===== src/rtl/scan_pkg.sv =====
package scan_pkg;
  typedef enum logic [1:0] {
    FAULT_NONE = 2'd0,
    FAULT_SA0  = 2'd1,
    FAULT_SA1  = 2'd2
  } fault_e;
endpackage


===== src/rtl/scan_cell.sv =====
module scan_cell (
  input  logic clk,
  input  logic rst,
  input  logic se,
  input  logic fd,
  input  logic ti,
  output logic q
);
  logic d_sel;

  assign d_sel = se ? ti : fd;

  always_ff @(posedge clk) begin
    if (rst && !se) q <= 1'b0;
    else            q <= d_sel;
  end

  AST_RESET_CLEAR: assert property (@(posedge clk)
    (rst && !se) |=> (q == 1'b0));
  AST_RESET_BYPASS: assert property (@(posedge clk)
    (rst && se) |=> (q == $past(ti)));
  AST_SHIFT_LOAD: assert property (@(posedge clk) disable iff (rst)
    se |=> (q == $past(ti)));
  AST_CAPTURE_LOAD: assert property (@(posedge clk) disable iff (rst)
    !se |=> (q == $past(fd)));
endmodule


===== src/rtl/scan_cloud.sv =====
module scan_cloud
  import scan_pkg::*;
#(
  parameter int     CHAIN_LEN = 3,
  parameter fault_e FAULT     = FAULT_NONE
) (
  input  logic [CHAIN_LEN-1:0] q,
  input  logic [CHAIN_LEN-1:0] pi,
  output logic [CHAIN_LEN-1:0] d
);
  localparam int LAST = CHAIN_LEN - 1;

  logic and_good;
  logic and_node;

  assign and_good = q[0] & q[LAST];

  generate
    if (FAULT == FAULT_SA0) begin : g_sa0
      assign and_node = 1'b0;
    end else if (FAULT == FAULT_SA1) begin : g_sa1
      assign and_node = 1'b1;
    end else begin : g_ok
      assign and_node = and_good;
    end
  endgenerate

  generate
    for (genvar i = 0; i < CHAIN_LEN; i++) begin : g_fn
      if (i == 0) begin : g_first
        assign d[i] = pi[0] ^ pi[1] ^ q[LAST];
      end else if (i == 1) begin : g_site
        assign d[i] = and_node;
      end else begin : g_rest
        assign d[i] = pi[i] ^ q[i-1];
      end
    end
  endgenerate
endmodule


===== src/rtl/scan_datapath.sv =====
module scan_datapath
  import scan_pkg::*;
#(
  parameter int     CHAIN_LEN = 3,
  parameter fault_e FAULT     = FAULT_NONE
) (
  input  logic                 clk,
  input  logic                 rst,
  input  logic                 scan_enable,
  input  logic                 scan_in,
  input  logic [CHAIN_LEN-1:0] pi,
  output logic [CHAIN_LEN-1:0] func_out,
  output logic                 scan_out
);
  localparam int LAST = CHAIN_LEN - 1;

  logic [CHAIN_LEN-1:0] q;
  logic [CHAIN_LEN-1:0] fd;
  logic [CHAIN_LEN-1:0] ti;

  scan_cloud #(.CHAIN_LEN(CHAIN_LEN), .FAULT(FAULT)) u_cloud (
    .q  (q),
    .pi (pi),
    .d  (fd)
  );

  assign ti = {q[LAST-1:0], scan_in};

  generate
    for (genvar i = 0; i < CHAIN_LEN; i++) begin : g_cell
      scan_cell u_cell (
        .clk (clk),
        .rst (rst),
        .se  (scan_enable),
        .fd  (fd[i]),
        .ti  (ti[i]),
        .q   (q[i])
      );
    end
  endgenerate

  assign func_out = q;
  assign scan_out = q[LAST];

  AST_CHAIN_ADVANCE: assert property (@(posedge clk) disable iff (rst)
    scan_enable |=> (func_out[LAST:1] == $past(func_out[LAST-1:0])));

  generate
    if (FAULT == FAULT_SA0) begin : g_chk_sa0
      AST_STUCK_LOW: assert property (@(posedge clk) disable iff (rst)
        !scan_enable |=> !func_out[1]);
    end else if (FAULT == FAULT_SA1) begin : g_chk_sa1
      AST_STUCK_HIGH: assert property (@(posedge clk) disable iff (rst)
        !scan_enable |=> func_out[1]);
    end else begin : g_chk_ok
      AST_AND_CAPTURE: assert property (@(posedge clk) disable iff (rst)
        !scan_enable |=> (func_out[1] == ($past(func_out[0]) & $past(func_out[LAST]))));
    end
  endgenerate
endmodule


===== config.mk =====
export PLATFORM = sky130hd
export DESIGN_NAME = scan_datapath
export DESIGN_NICKNAME = d
export VERILOG_FILES = /design/src/rtl/scan_pkg.sv /design/src/rtl/scan_cell.sv /design/src/rtl/scan_cloud.sv /design/src/rtl/scan_datapath.sv
export SDC_FILE = /design/constraint.sdc
export NUM_CORES = 1
export LEC_CHECK = 0
export ABC_AREA = 1
export CORE_AREA = 5 5 42 44
export DETAILED_ROUTE_END_ITERATION = 10
export DIE_AREA = 0 0 47 49
export PLACE_DENSITY = 0.39
export SLEW_MARGIN = 5
export SYNTH_ARGS = -nofsm -noshare
export SYNTH_HDL_FRONTEND = slang
export SYNTH_SLANG_ARGS = --single-unit

===== constraint.sdc =====
create_clock -name clk -period 1.25 [get_ports clk]
set_input_delay 0.125 -clock clk [delete_from_list [all_inputs] [get_ports clk]]
set_output_delay 0.125 -clock clk [all_outputs]
set_load 0.02 [all_outputs]

==> reports/metrics.yaml, run 1 <==
synth:
  synth_nets: 33
  synth.avg_cell_area_um2: 6.50
  syn-instance-count: 26
  yosys_warnings: 0
  synth_area_um2: 169
  synth_area_leaders: "dfxtp_1, buf_4, nand2_1"
  synth_top_area_share_pct: 35.6
  yosysTopAreaCell: "dfxtp_1"
  ys_ff_latch: 3
  yosysSeqAreaShare_pct: 35.6
  synth_cell_types: 9
global_routing:
  antenna_found_initial: 0
  grt_pass1_vias: 152
  grt_max_degree: 6
  grt_pass1_wl_um: 593
  overflow: 0
  grt_usage_pct: 4.29
worst_setup_path:
  critPathBufInv: 1
  cp_max_fo: 5
  r2r_cells: 4
  critPathLaunchType: "register"
  worst-path-stages: 1
  critPathRequiredTime_ns: 1.12
  r2r_setup_slack_ns: 0.58
  critPathMaxStageDelay_ns: 0.36
  slowest_stage: "dfxtp_1"
  path_class: "reg2out"
  path_cells: "dlygate4sd2_1"
  crit_path_end_kind: "output pin"
  crit_family: "flip-flops"
  crit_start: "g_cell[2].u_cell.q"
  reg2reg_from: "g_cell[2].u_cell.q"
  worstPathArrival_ns: 0.95
  r2r_end: "g_cell[0].u_cell.q"
  crit_end: "func_out[2]"
timing:
  rsz0062_at_grt: "no"
  tightest_slew_ns: 0.206
  finalSetupViolCount: 0
  relSlewSlack_pct: 86.3
  setup_tns_ns: 0
  fin_skew_ns: 0.00535
  period_needed_ns: 1.07
  fmax_mhz: 934
  finalMaxSlewViolations: 0
  final_hold_viol_count: 0
  fin_crit_sh_pct: 85.6
floorplan:
  core-area_mm2: 0.00140
  placementRows: 14
  die_area_mm2: 0.00230
  io_pins: 11
  die_h_um: 49
  start_util_pct: 12.1
  chipWidth_um: 47
clock_tree:
  cts_tree: "built"
  numClockSinks: 3
  cts_buffers: 3
  insertion_delay_ns: 0.23
  clk_pin_slew_ns: 0.04
  cts.htree.levels: 1
  clockBufferDepth: 2
  cts_root_buffer: "clkbuf_4"
layout:
  multi_input_area_um2: 67.6
  fin_area_um2: 288
  nets: 45
  largest_register_ffs: 3
  syn_to_final_growth_pct: 70.4
  drive_gt1_share_pct: 10.8
  final_cell_mix: "nand2_1, clkdlybuf4s50_1, inv_1"
  top_regs: "g_cell.u_cell.q: 3 flops"
  nFillCells: 184
  final-seq-area_um2: 60.1
  largest-register: "g_cell.u_cell.q"
  antenna-diode-count: 0
detailed_routing:
  antenna_left: 0
  vias: 174
  firstDrtPassIters: 2
  drt-total-wl_um: 384
  viasPerCell: 3.28
  drt_iter0_drc: 1
  wl_per_cell_um: 7.25
  drc: 0
power_and_ir_drop:
  power_density_mw_per_mm2: 1250
  p_leak_nw: 0.149
  total_power_uw: 361
  ir_drop_v: 0.000314
placed_design:
  gp_congestion: 0.631
  dpl_cell_area_um2: 267
  io_buffers: 10
  hpwlAfterDp_um: 335
flow_run:
  drv_cap: 0
status:
  status: "finished, final reports clean"
hold_path:
  hold_path.class: "in2reg"
[worst min path at each step]
stage                       startpoint                 end  slack, ns  depth (start not counted)
finish                         scan_in  g_cell[0].u_cell.q       0.46                          3
global route                   scan_in  g_cell[0].u_cell.q       0.48                          3
CTS                            scan_in  g_cell[0].u_cell.q       0.45                          3
detailed placement  g_cell[0].u_cell.q  g_cell[1].u_cell.q       0.47                          2
global placement    g_cell[0].u_cell.q  g_cell[1].u_cell.q       0.48                          2
floorplan                  scan_enable  g_cell[0].u_cell.q       0.23                          2
[what timing repair did]
action / CTS / global route
hold buffers: 0 / 0
resized for setup: 4 / 0
buffers inserted: 0 / 0
endpoints found under the setup margin: 4 / 0
[per-stage QoR]
stage / instances / hold WS (ns) / util (%) / setup WS [ns]
floorplan: 26 / 0.231 / - / 0.471
global placement: 49 / 0.479 / 19.0 / 0.138
detailed placement: 49 / 0.469 / 19.0 / 0.131
CTS: 53 / 0.451 / 20.5 / 0.157
global route: 53 / 0.481 / 20.5 / 0.125
finish: 53 / 0.459 / 20.5 / 0.180
[cells in the mapped netlist]
cell     number
xnor2_1       1
nor2_1        4
nor2_2        1
dfxtp_1       3
o21ai_0       1
nand2_1       6
inv_1         5
nand3_1       2
buf_4         3
[per-layer routing]
layer / part of all wire (%) / GRT usage (%) / routed length [um] / up-vias
met5: 0 / 0 / 0 / -
met4: 5.2 / 8.29 / 20 / 0
met3: 9.9 / 1.11 / 38 / 2
met2: 46 / 4.98 / 175 / 7
met1: 39 / 3.94 / 150 / 71
li1: - / - / - / 94
[cell type report]
cell class                      instances  share of cell area [%]
Clock buffer                            4                    9.13
Inverter                                5                    6.52
Multi-Input combinational cell         15                    23.5
Sequential cell                         3                    20.9
Tap cell                               16                    6.96
Timing Repair Buffer                   10                    33.0
[cell families (layout without fill, tap and decap cells)]
| logic type | Yosys count | count (layout) | share of synthesized area (%) |
|---|---|---|---|
| xor+xnor | 1 | 1 | 5.19 |
| buf+inv | 8 | 19 | 24.4 |
| simple gates | 13 | 13 | 31.9 |
| compound gates | 1 | 1 | 2.96 |
| flops | 3 | 3 | 35.6 |
[power by group]
| part | total (mW) | internal, mW | leakage, nW | switching [mW] |
|---|---|---|---|---|
| logic | 0.0787 | 0.0397 | 0.109 | 0.0390 |
| registers | 0.113 | 0.106 | 0.0250 | 0.00683 |
| clock network | 0.169 | 0.120 | 0.0150 | 0.0499 |
Note: power is estimated with default switching activity, not from simulation.
==> inputs of run 2 (changes only) <==
==> constraint.sdc (replaced) <==
create_clock -name clk -period 1 [get_ports clk]
set_input_delay 0.1 -clock clk [delete_from_list [all_inputs] [get_ports clk]]
set_output_delay 0.1 -clock clk [all_outputs]
set_load 0.02 [all_outputs]
==> run 2 against run 1 <==
Die area is the same. Register-to-register slack got worse by 0.31 ns. Largest power group unchanged. Final cell count up 3.8%. Highest routed layer unchanged. Critical path type unchanged.
==> reports/metrics.yaml, run 2 (synthesis results as in run 1) <==
clock_tree:
  cts_root_buffer: "clkbuf_4"
  cts_tree: "built"
  cts.htree.levels: 1  # unchanged
  cts_hold_buf: 0  # unchanged
  cts_buffers: 3  # unchanged
  clk_pin_slew_ns: 0.04  # about the same
  numClockSinks: 3  # unchanged
  clockBufferDepth: 2  # unchanged
  insertion_delay_ns: 0.23  # about the same
floorplan:
  die_area_mm2: 0.00230  # unchanged
  die_h_um: 49  # unchanged
  chipWidth_um: 47  # unchanged
  io_pins: 11  # unchanged
  start_util_pct: 12.1  # unchanged
  core-area_mm2: 0.00140  # unchanged
  placementRows: 14  # unchanged
detailed_routing:
  wl_per_cell_um: 7.24  # -0.12%
  firstDrtPassIters: 2  # unchanged
  drt_iter0_drc: 8  # +7
  vias: 179  # +2.9%
  antenna_left: 0  # unchanged
  drc: 0  # unchanged
  viasPerCell: 3.25  # -0.87%
  drt-total-wl_um: 398  # +3.6%
power_and_ir_drop:
  swShare_pct: 26.7  # +0.23 points
  pwr-share-comb_pct: 22.9  # +1.1 points
  internal_power_uw: 337  # +27%
  p_leak_nw: 0.151  # +1.1%
  ir_drop_v: 0.000400  # +27%
  clock_power_share_pct: 46.4  # -0.5 points
  power_density_mw_per_mm2: 1570  # +25%
  power.share.sequential_pct: 30.7  # -0.6 points
  p_sw_uw: 123  # +28%
timing:
  finalMaxSlewViolations: 0  # unchanged
  fin_crit_sh_pct: 96.4
  rsz0062_at_grt: "no"
  finalSetupViolCount: 0  # unchanged
  fmax_mhz: 1040
  final_hold_viol_count: 0  # unchanged
  period_needed_ns: 0.964
  relSlewSlack_pct: 85.9  # -0.41 points
  fin_skew_ns: 0.00220  # -0.00315 ns
  tightest_slew_ns: 0.212  # +0.00615 ns
layout:
  final_util_pct: 20.9  # +0.36 points
  instances_no_fill: 55  # +3.8%
  final_cell_mix: "nand2_1, clkdlybuf4s50_1, inv_1"
  drive_gt1_share_pct: 23.1  # +12 points
  syn_to_final_growth_pct: 73.3
  largest-register: "g_cell.u_cell.q"
  fin_area_um2: 293  # +1.7%
  nFillCells: 170  # -7.6%
  antenna-diode-count: 0  # unchanged
  top_regs: "g_cell.u_cell.q: 3 flops"
  largest_register_ffs: 3  # unchanged
  nets: 47  # +4.4%
worst_setup_path:
  cp_max_fo: 2  # -3
  critPathLaunchType: "register"
  crit_family: "flip-flops"
  critPathRequiredTime_ns: 0.90  # -0.22 ns
  critPathMaxStageDelay_ns: 0.32  # -0.04 ns
  path_cells: "clkdlybuf4s15_1"
  slowest_stage: "dfxtp_1"
  critPathBufInv: 1  # unchanged
  path_class: "reg2out"
  worstPathArrival_ns: 0.86  # -0.09 ns
  crit_path_end_kind: "output pin"
global_routing:
  grt_usage_pct: 4.64  # +0.35 points
  gr-max-usage-layer: "met4"
  grtUsageMet2_pct: 5.66  # +0.68 points
  antenna_found_initial: 0  # unchanged
  grt_pass1_wl_um: 634  # +6.9%
  grt_max_degree: 6  # unchanged
  met3_usage_pct: 1.48  # +0.37 points
  overflow: 0  # unchanged
  use_met1_pct: 3.51  # -0.43 points
  grt_pass1_vias: 179  # +18%
placed_design:
  dpl_cell_area_um2: 282  # +5.6%
  gp_congestion: 0.634  # +0.46%
  place_inst: 51  # +4.1%
  io_buffers: 10  # unchanged
  hpwlAfterDp_um: 336  # +0.30%
status:
  status: "finished, final reports clean"
flow_run:
  drv_cap: 0  # unchanged
hold_path:
  hold_path.class: "in2reg"
-- run 2: final cells by class --
type | instances | area [um2] | share of cell area, %
Clock buffer | 4 | 26.3 | 8.97
Inverter | 5 | 18.8 | 6.41
Multi-Input combinational cell | 15 | 67.6 | 23.1
Sequential cell | 3 | 60.1 | 20.5
Tap cell | 16 | 20.0 | 6.84
Timing Repair Buffer | 12 | 100 | 34.2
-- run 2: power groups by stage --
stage,logic (mW),clock network (mW),registers (mW)
finish,0.105,0.214,0.141
floorplan,0.0592,0,0.148
CTS,0.109,0.228,0.141
global placement,0.122,0,0.143
global route,0.117,0.232,0.143
detailed placement,0.121,0,0.144
-- run 2: what timing repair did --
| action | in CTS | in global routing |
|---|---|---|
| gates resized for setup | 12 | 1 |
| setup buffers | 0 | 0 |
| endpoints found under the setup margin | 4 | 1 |
-- run 2: worst min-delay path, cell delays in order --
cell	delay (ns)
clkdlybuf4s50_1	0.41
nand2_1	0.07
nand2_1	0.04
-- run 2: path summary, 6_finish.rpt --
path	end	cells after the start	start	slack, ns
worst max register to register	g_cell[2].u_cell.q	3	g_cell[1].u_cell.q	0.27
worst max-delay path	func_out[1]	1	g_cell[1].u_cell.q	0.04
worst min register to register	g_cell[0].u_cell.q	3	g_cell[2].u_cell.q	0.53
worst min-delay path	g_cell[0].u_cell.q	3	scan_in	0.43
-- run 2: routing by layer --
layer	part of all wire, %	routed length (um)
met5	0	0
met4	5.0	20
met3	11	43
met2	47	186
met1	37	148
-- run 2: stage by stage --
stage	hold WS [ns]	setup slack (ns)	power [mW]	TNS [ns]
after floorplan	0.206	0.230	0.207	0
after global placement	0.533	-0.0871	0.266	-0.258
after detailed placement	0.535	-0.103	0.265	-0.267
after CTS	0.427	0.0185	0.478	0
after global routing	0.468	0.0151	0.492	0
final	0.431	0.0365	0.460	0
